===== src/rtl/lcdseq_pkg.sv =====
package lcdseq_pkg;
  localparam int BP_COUNT = 4;
  localparam int PHASES_PER_FRAME = 12;

  typedef enum logic [1:0] {
    MUX_STATIC = 2'd0,
    MUX_TWO    = 2'd1,
    MUX_THREE  = 2'd2,
    MUX_FOUR   = 2'd3
  } mux_e;

  typedef logic [1:0] lvl_t;
  localparam lvl_t LVL_GND   = 2'b00;
  localparam lvl_t LVL_THIRD = 2'b01;
  localparam lvl_t LVL_TWO3  = 2'b10;
  localparam lvl_t LVL_SUP   = 2'b11;

  // Cycles per phase for a frame-rate code (60 Hz + 5 Hz per step, capped at 90 Hz)
  function automatic int phase_len(int clk_hz, int code);
    int c;
    c = (code > 6) ? 6 : code;
    return clk_hz / (PHASES_PER_FRAME * (60 + 5 * c));
  endfunction

  // Phases per slot: 12 divided by the number of backplanes in use
  function automatic logic [3:0] phases_per_slot(mux_e m);
    case (m)
      MUX_STATIC: return 4'd12;
      MUX_TWO:    return 4'd6;
      MUX_THREE:  return 4'd4;
      default:    return 4'd3;
    endcase
  endfunction
endpackage


===== src/rtl/lcdseq_timebase.sv =====
module lcdseq_timebase
  import lcdseq_pkg::*;
#(
  parameter int CLK_HZ = 21600
) (
  input  logic       clk,
  input  logic       rst_n,
  input  logic       en_i,
  input  mux_e       mux_i,
  input  logic       half_i,
  input  logic [2:0] rate_i,
  output logic [1:0] slot_o,
  output logic       pol_o,
  output mux_e       mux_o,
  output logic       half_o
);
  localparam int PMAX = phase_len(CLK_HZ, 0);
  localparam int DW   = (PMAX < 2) ? 1 : $clog2(PMAX);
  localparam logic [DW-1:0] RELOAD0 = DW'(PMAX - 1);

  logic [DW-1:0] reload_tab [8];
  for (genvar g = 0; g < 8; g++) begin : g_tab
    assign reload_tab[g] = DW'(phase_len(CLK_HZ, g) - 1);
  end

  logic [DW-1:0] div_q;
  logic [3:0]    ph_q;
  logic [1:0]    slot_q;
  logic          pol_q;
  mux_e          mux_q;
  logic          half_q;
  logic [2:0]    rate_q;

  logic tick, ph_last, slot_last, frame_end;
  always_comb begin
    tick      = (div_q == '0);
    ph_last   = (ph_q == phases_per_slot(mux_q) - 4'd1);
    slot_last = (slot_q == mux_q);
    frame_end = tick && ph_last && slot_last;
  end

  always_ff @(posedge clk or negedge rst_n) begin
    if (!rst_n) begin
      div_q  <= RELOAD0;
      ph_q   <= '0;
      slot_q <= '0;
      pol_q  <= 1'b0;
      mux_q  <= MUX_STATIC;
      half_q <= 1'b0;
      rate_q <= '0;
    end else if (!en_i) begin
      div_q  <= reload_tab[rate_i];
      ph_q   <= '0;
      slot_q <= '0;
      pol_q  <= 1'b0;
      mux_q  <= mux_i;
      half_q <= half_i;
      rate_q <= rate_i;
    end else if (frame_end) begin
      div_q  <= reload_tab[rate_i];
      ph_q   <= '0;
      slot_q <= '0;
      pol_q  <= ~pol_q;
      mux_q  <= mux_i;
      half_q <= half_i;
      rate_q <= rate_i;
    end else if (tick) begin
      div_q <= reload_tab[rate_q];
      if (ph_last) begin
        ph_q   <= '0;
        slot_q <= slot_q + 2'd1;
      end else begin
        ph_q <= ph_q + 4'd1;
      end
    end else begin
      div_q <= div_q - DW'(1);
    end
  end

  assign slot_o = slot_q;
  assign pol_o  = pol_q;
  assign mux_o  = mux_q;
  assign half_o = half_q;

  AST_SLOT_WITHIN_MUX: assert property (@(posedge clk) disable iff (!rst_n)
    slot_q <= mux_q);
  AST_CFG_FROZEN_MIDFRAME: assert property (@(posedge clk) disable iff (!rst_n)
    (en_i && !frame_end) |=> ($stable(mux_q) && $stable(half_q) && $stable(rate_q)));
  AST_REWIND_ON_DISABLE: assert property (@(posedge clk) disable iff (!rst_n)
    !en_i |=> (slot_q == 2'd0 && !pol_q));
  AST_POL_TURNS_AT_END: assert property (@(posedge clk) disable iff (!rst_n)
    (en_i && frame_end) |=> (pol_q != $past(pol_q)));
endmodule


===== src/rtl/lcdseq_dispram.sv =====
module lcdseq_dispram #(
  parameter int NUM_SEG = 160,
  parameter int AW      = $clog2(NUM_SEG + 1)
) (
  input  logic                   clk,
  input  logic                   rst_n,
  input  logic                   wr_valid_i,
  input  logic [AW-1:0]          wr_addr_i,
  input  logic [3:0]             wr_data_i,
  output logic [NUM_SEG*4-1:0]   bits_o
);
  logic [3:0] mem [NUM_SEG];

  always_ff @(posedge clk or negedge rst_n) begin
    if (!rst_n) begin
      for (int s = 0; s < NUM_SEG; s++) mem[s] <= '0;
    end else if (wr_valid_i) begin
      for (int s = 0; s < NUM_SEG; s++)
        if (wr_addr_i == AW'(s)) mem[s] <= wr_data_i;
    end
  end

  for (genvar s = 0; s < NUM_SEG; s++) begin : g_out
    assign bits_o[s*4 +: 4] = mem[s];
  end

  AST_WRITE_LANDS: assert property (@(posedge clk) disable iff (!rst_n)
    (wr_valid_i && (int'(wr_addr_i) < NUM_SEG)) |=>
      (bits_o[int'($past(wr_addr_i))*4 +: 4] == $past(wr_data_i)));
endmodule


===== src/rtl/lcdseq_levels.sv =====
module lcdseq_levels
  import lcdseq_pkg::*;
#(
  parameter int NUM_SEG = 160
) (
  input  logic                   clk,
  input  logic                   rst_n,
  input  logic                   en_i,
  input  logic [1:0]             slot_i,
  input  logic                   pol_i,
  input  mux_e                   mux_i,
  input  logic                   half_i,
  input  logic [NUM_SEG*4-1:0]   bits_i,
  output logic [BP_COUNT*2-1:0]  bp_lvl_o,
  output logic [NUM_SEG*2-1:0]   seg_lvl_o
);
  logic [BP_COUNT*2-1:0] bp_d;
  logic [NUM_SEG*2-1:0]  seg_d;
  lvl_t                  flip;
  lvl_t                  seg_off;

  assign flip    = {pol_i, pol_i};
  assign seg_off = (mux_i == MUX_STATIC || half_i) ? LVL_GND : LVL_THIRD;

  for (genvar b = 0; b < BP_COUNT; b++) begin : g_bp
    localparam logic [1:0] BI = 2'(b);
    logic active;
    // unused backplanes follow backplane 0
    assign active = (BI <= mux_i) ? (slot_i == BI) : (slot_i == 2'd0);
    assign bp_d[b*2 +: 2] = (active ? LVL_GND : LVL_TWO3) ^ flip;
  end

  for (genvar s = 0; s < NUM_SEG; s++) begin : g_seg
    logic [3:0] word;
    assign word = bits_i[s*4 +: 4];
    assign seg_d[s*2 +: 2] = (word[slot_i] ? LVL_SUP : seg_off) ^ flip;
  end

  always_ff @(posedge clk or negedge rst_n) begin
    if (!rst_n) begin
      bp_lvl_o  <= '0;
      seg_lvl_o <= '0;
    end else if (!en_i) begin
      bp_lvl_o  <= '0;
      seg_lvl_o <= '0;
    end else begin
      bp_lvl_o  <= bp_d;
      seg_lvl_o <= seg_d;
    end
  end

  // Context of the registered codes, kept for the checks below
  logic en_r, pol_r, half_r;
  mux_e mux_r;
  always_ff @(posedge clk or negedge rst_n) begin
    if (!rst_n) begin
      en_r <= 1'b0; pol_r <= 1'b0; half_r <= 1'b0; mux_r <= MUX_STATIC;
    end else begin
      en_r <= en_i; pol_r <= pol_i; half_r <= half_i; mux_r <= mux_i;
    end
  end

  logic [BP_COUNT-1:0] full_swing;
  logic                mid_seen;
  always_comb begin
    for (int b = 0; b < BP_COUNT; b++)
      full_swing[b] = (2'(b) <= mux_r) && (bp_lvl_o[b*2 +: 2] == {pol_r, pol_r});
    mid_seen = 1'b0;
    for (int s = 0; s < NUM_SEG; s++)
      mid_seen = mid_seen | (seg_lvl_o[s*2] ^ seg_lvl_o[s*2+1]);
  end

  AST_BLANK_WHEN_OFF: assert property (@(posedge clk) disable iff (!rst_n)
    !en_i |=> (bp_lvl_o == '0 && seg_lvl_o == '0));
  AST_ONE_ACTIVE_BP: assert property (@(posedge clk) disable iff (!rst_n)
    (en_r && mux_r != MUX_STATIC) |-> ($countones(full_swing) == 1));
  AST_TWO_LEVEL_SEGS: assert property (@(posedge clk) disable iff (!rst_n)
    (en_r && (half_r || mux_r == MUX_STATIC)) |-> !mid_seen);
endmodule


===== src/rtl/lcd_wave_seq.sv =====
module lcd_wave_seq
  import lcdseq_pkg::*;
#(
  parameter int NUM_SEG = 160,
  parameter int CLK_HZ  = 21600,
  localparam int AW     = $clog2(NUM_SEG + 1)
) (
  input  logic                  clk,
  input  logic                  rst_n,
  input  logic                  disp_en,
  input  logic [1:0]            mux_sel,
  input  logic                  bias_half,
  input  logic [2:0]            frame_rate,
  input  logic                  wr_valid,
  output logic                  wr_ready,
  input  logic [AW-1:0]         wr_addr,
  input  logic [3:0]            wr_data,
  output logic [BP_COUNT*2-1:0] bp_lvl,
  output logic [NUM_SEG*2-1:0]  seg_lvl
);
  logic [1:0]           slot;
  logic                 pol;
  mux_e                 mux_cur;
  logic                 half_cur;
  logic [NUM_SEG*4-1:0] bits;

  assign wr_ready = 1'b1;

  lcdseq_timebase #(.CLK_HZ(CLK_HZ)) u_tb (
    .clk(clk), .rst_n(rst_n), .en_i(disp_en), .mux_i(mux_e'(mux_sel)),
    .half_i(bias_half), .rate_i(frame_rate), .slot_o(slot), .pol_o(pol),
    .mux_o(mux_cur), .half_o(half_cur)
  );

  lcdseq_dispram #(.NUM_SEG(NUM_SEG), .AW(AW)) u_ram (
    .clk(clk), .rst_n(rst_n), .wr_valid_i(wr_valid), .wr_addr_i(wr_addr),
    .wr_data_i(wr_data), .bits_o(bits)
  );

  lcdseq_levels #(.NUM_SEG(NUM_SEG)) u_lvl (
    .clk(clk), .rst_n(rst_n), .en_i(disp_en), .slot_i(slot), .pol_i(pol),
    .mux_i(mux_cur), .half_i(half_cur), .bits_i(bits),
    .bp_lvl_o(bp_lvl), .seg_lvl_o(seg_lvl)
  );

  AST_READY_HIGH: assert property (@(posedge clk) disable iff (!rst_n)
    wr_valid |-> wr_ready);
endmodule


===== config.mk =====
export PLATFORM = sky130hd
export DESIGN_NAME = lcd_wave_seq
export DESIGN_NICKNAME = d
export VERILOG_FILES = /design/src/rtl/lcdseq_pkg.sv /design/src/rtl/lcdseq_timebase.sv /design/src/rtl/lcdseq_dispram.sv /design/src/rtl/lcdseq_levels.sv /design/src/rtl/lcd_wave_seq.sv
export SDC_FILE = /design/constraint.sdc
export NUM_CORES = 2
export LEC_CHECK = 0
export BUFFER_PORTS_ARGS = -buffer_cell sky130_fd_sc_hd__buf_4
export CELL_PAD_IN_SITES_DETAIL_PLACEMENT = 1
export CELL_PAD_IN_SITES_GLOBAL_PLACEMENT = 1
export CORE_MARGIN = 5
export CORE_UTILIZATION = 50
export CTS_BUF_LIST = sky130_fd_sc_hd__clkbuf_4
export DETAILED_ROUTE_END_ITERATION = 8
export PLACE_DENSITY = 0.81
export SLEW_MARGIN = 20
export SYNTH_ARGS = -nofsm -noshare
export SYNTH_HDL_FRONTEND = slang
export SYNTH_HIERARCHICAL = 1
export SYNTH_SLANG_ARGS = --single-unit

===== constraint.sdc =====
create_clock -name clk -period 3.4 [get_ports clk]
set_input_delay 0.68 -clock clk [delete_from_list [all_inputs] [get_ports clk]]
set_output_delay 0.68 -clock clk [all_outputs]
set_load 0.005 [all_outputs]

==> impl_metrics.tcl <==
set metrics [dict create \
    post_drt_wl_per_cell_um 25.58 \
    core-area_sq_um 85010 \
    power-per-cell-area_nw_per_um2 515.1 \
    worst_setup_path_start_kind "flop" \
    cts_inserted_buffers 281 \
    grt_use_total_pct 25.15 \
    critical_path.reg2reg.startpoint "u_tb/mux_o[1]$_DFFE_PN0P_" \
    fill_cells 7856 \
    place_ws_ns 0.6551 \
    synthTopCellsByCount "sky130_fd_sc_hd__dfrtp_1 (979), sky130_fd_sc_hd__mux2_2 (631), sky130_fd_sc_hd__mux2i_1 (330), sky130_fd_sc_hd__mux4_2 (160), sky130_fd_sc_hd__clkbuf_1 (144)" \
    layout-drive-gt1-share_pct 53.43 \
    insertion_delay_ns 1.13 \
    synth_nets 2682 \
    max_slew_margin_pct 31.36 \
    final_setup_violation_count 0 \
    num_rows 107 \
    synth_flop_cell "sky130_fd_sc_hd__dfrtp_1" \
    hpwl_mm 69.89 \
    root_buffer "sky130_fd_sc_hd__clkbuf_4" \
    finalCritPeriodShare_pct 71.82 \
    boundaryPins 351 \
    netlist_area_sq_um 42680 \
    detail-route-antenna-nets 0 \
    cts.htree.levels 5 \
    synthArstFlopShare_pct 100.0 \
    grt_pass1_vias 29746 \
    grt_max_degree 169 \
    yosys_register_bits 983 \
    global_route.overflow_total 0 \
    arrival_ns 1.76 \
    worst-path-max-fanout 1 \
    synth.top_cell.area_share_pct 57.40 \
    grt_antenna_before_repair 2 \
    cts_tree "built" \
    cts.path.max_buffers 4 \
    regToRegEndpoint "u_tb/mux_o[0]$_DFFE_PN0P_" \
    worst_path_largest_cell_delay_ns 0.50 \
    die-width_um 302.2 \
    ys_seq_area_share_pct 57.64 \
    post_layout_nets 3162 \
    syn_avg_cell_area_sq_um 16.08 \
    buffer_ports.inserted 349 \
    leakage_nw 24.16 \
    period_minus_slack_ns 2.442 \
    criticalPathCategory "reg2out" \
    yosysWarningCount 6 \
    worstSetupStartpoint "u_lvl/seg_lvl_o[185]$_DFF_PN0_" \
    synth.lib_cells_used.distinct 63 \
    start_util_pct 50.21 \
    rsz_0062_raised_after_global_routing "false" \
    globalplace.congestion 0.7681 \
    worstSetupEndpoint "seg_lvl[185]" \
    status "finished clean" \
    grt_first_pass_wirelength_mm 176.6 \
    clk_pin_slew_ns 0.06 \
    synth_enable_flop_cells 0 \
    worst_slew_pin_slew_ns 1.030 \
    cp_num_cells 1 \
    viasPerCell 5.711 \
    die-height_um 302.2 \
    detailroute.via_count 25375 \
    synth.largest_area_cell "sky130_fd_sc_hd__dfrtp_1" \
    worst_hold_slack_after_final_layout_ns 0.1712 \
    worst_ir_drop_vdd_mv 0.3595 \
    drcViolationCount 0 \
    worst-r2r-setup-slack_ns 1.04 \
    postCtsSetupRepairBufs 0 \
    numClockSinks 983 \
    dieArea_sq_um 91310 \
    critical_path.top_delay_family "flip-flops" \
    final_max_slew_viol_count 0 \
    maxCapViolCount 0 \
    fin_tns_setup_ns 0 \
    timing.hold.worst.class "in2reg" \
    least_setup_slack_across_all_paths_after_layout_ns 0.9581 \
    r2r_cells 4 \
    drt_iter0_markers 1273 \
    cp.buffers_inverters 1 \
    crit_slowest_cell "sky130_fd_sc_hd__dfrtp_1" \
    setup.worst_path.end_class "primary output" \
    synth.most_common_cell "sky130_fd_sc_hd__dfrtp_1" \
    cp.required_ns 2.72 \
    crit_path_cell_trace "buf_4" \
    report.final.hold_viol_count 0 \
    detailedRoute.firstPassIterationCount 5 \
    finalPower_mw 25.73 \
    netlist_top_cells_area "sky130_fd_sc_hd__dfrtp_1 (57%), sky130_fd_sc_hd__mux2_2 (17%), sky130_fd_sc_hd__mux4_2 (8.4%)" \
    wirelength_mm 113.7 \
    flow.area_growth_from_synthesis_pct 17.04 \
    fmax_mhz 409.5 \
    skew_ns 0.08707 \
    synthCells 2654 \
]
flip-flops by register name, summed over array words and instances, names as in the netlist, 2 cells and up:
| register | flops |
|---|---|
| u_tb/ph_q | 4 |
| u_tb/div_q | 5 |
| u_tb/rate_q | 3 |
| u_lvl/seg_lvl_o | 320 |
| u_tb/slot_o | 2 |
| u_tb/mux_o | 2 |
| u_ram/bits_o | 640 |
| u_lvl/bp_lvl_o | 5 |
what timing repair did:
| action | CTS | global route |
|---|---|---|
| gates resized for setup | 0 | 0 |
| endpoints found under the hold margin | 506 | 0 |
| hold buffers | 11 | 0 |
power by group:
group / leakage (nW) / internal [mW] / switching (mW)
Combinational: 8.71 / 1.09 / 1.35
Sequential: 13.4 / 12.4 / 0.358
Clock: 2.01 / 5.75 / 4.81
Total: 24.2 / 19.2 / 6.51
worst min-delay path by stage:
| stage | slack (ns) | to | depth (start not counted) | startpoint |
|---|---|---|---|---|
| CTS | 0.06 | u_ram/bits_o[211]$_DFFE_PN0P_ | 2 | wr_data[3] |
| global placement | 0.46 | u_ram/bits_o[278]$_DFFE_PN0P_ | 1 | u_ram/bits_o[278]$_DFFE_PN0P_ |
| floorplan | 0.38 | u_lvl/bp_lvl_o[1]$_DFF_PN0_ | 0 | rst_n |
| finish | 0.17 | u_ram/bits_o[211]$_DFFE_PN0P_ | 2 | wr_data[3] |
| global route | 0.10 | u_ram/bits_o[211]$_DFFE_PN0P_ | 2 | wr_data[3] |
| detailed placement | 0.48 | u_ram/bits_o[23]$_DFFE_PN0P_ | 1 | u_ram/bits_o[23]$_DFFE_PN0P_ |
metal layers:
metal	global-route usage, %	routed length, um	up-vias
met5	0	17	-
met4	9.876	3681	2
met3	6.316	6626	207
met2	42.98	58700	699
met1	30.93	44640	13652
li1	-	-	10815
placed cells by master, fill, tap and decap left out, types with 4 or more instances in the layout:
master                          instances
sky130_fd_sc_hd__buf_4                392
sky130_fd_sc_hd__nor3_4                50
sky130_fd_sc_hd__mux2_4                 5
sky130_fd_sc_hd__buf_6                  4
sky130_fd_sc_hd__clkinv_1              26
sky130_fd_sc_hd__nor4_2                 6
sky130_fd_sc_hd__and2_1                 4
sky130_fd_sc_hd__o21ai_0                8
sky130_fd_sc_hd__mux2_2               630
sky130_fd_sc_hd__nor4_4                 6
sky130_fd_sc_hd__nor2_1                 5
sky130_fd_sc_hd__inv_1                 10
sky130_fd_sc_hd__nor3_2                31
sky130_fd_sc_hd__mux2_1                10
sky130_fd_sc_hd__clkbuf_4             409
sky130_fd_sc_hd__buf_12                24
sky130_fd_sc_hd__nand2b_1               4
sky130_fd_sc_hd__xor2_1                 4
sky130_fd_sc_hd__inv_2                  4
sky130_fd_sc_hd__ha_1                   6
sky130_fd_sc_hd__nand2_1               11
sky130_fd_sc_hd__bufinv_16              4
sky130_fd_sc_hd__mux4_2               160
sky130_fd_sc_hd__clkinv_2               4
sky130_fd_sc_hd__or3_1                  5
sky130_fd_sc_hd__nor3_1                21
sky130_fd_sc_hd__dlygate4sd3_1         10
sky130_fd_sc_hd__nand3_1               36
sky130_fd_sc_hd__dfrtp_1              977
sky130_fd_sc_hd__a211oi_1               4
sky130_fd_sc_hd__or4b_1                 5
sky130_fd_sc_hd__a21oi_1                6
sky130_fd_sc_hd__mux2i_1              330
sky130_fd_sc_hd__nand4_1               17
sky130_fd_sc_hd__dfstp_2                4
stage by stage:
step	cell area, sq um	util (%)	cells
after floorplan	42680	-	2654
after global routing	49960	58.76	4443
after CTS	49960	58.77	4442
after global placement	46520	54.72	3984
after detailed placement	46530	54.73	3984
final	49960	58.76	4443
cell families after synthesis:
group           share of synthesized area, %
compound gates                        0.5160
xor+xnor                              0.1231
fa+ha+maj                             0.1759
buf+inv                                2.852
flops                                  57.64
mux                                    33.27
other cells                         0.008786
simple gates                           5.411
area by class of cell:
| type | count | area, sq um | area share [%] |
|---|---|---|---|
| Sequential cell | 983 | 24610 | 49.26 |
| Multi-Input combinational cell | 1426 | 16960 | 33.95 |
| Timing Repair Buffer | 432 | 3588 | 7.183 |
| Clock buffer | 409 | 3070 | 6.146 |
| Tap cell | 1144 | 1431 | 2.865 |
| Clock inverter | 38 | 252.7 | 0.5059 |
| Inverter | 10 | 37.54 | 0.07514 |
| Antenna cell | 1 | 2.502 | 0.005009 |
Note: power is estimated with default switching activity, not from simulation.
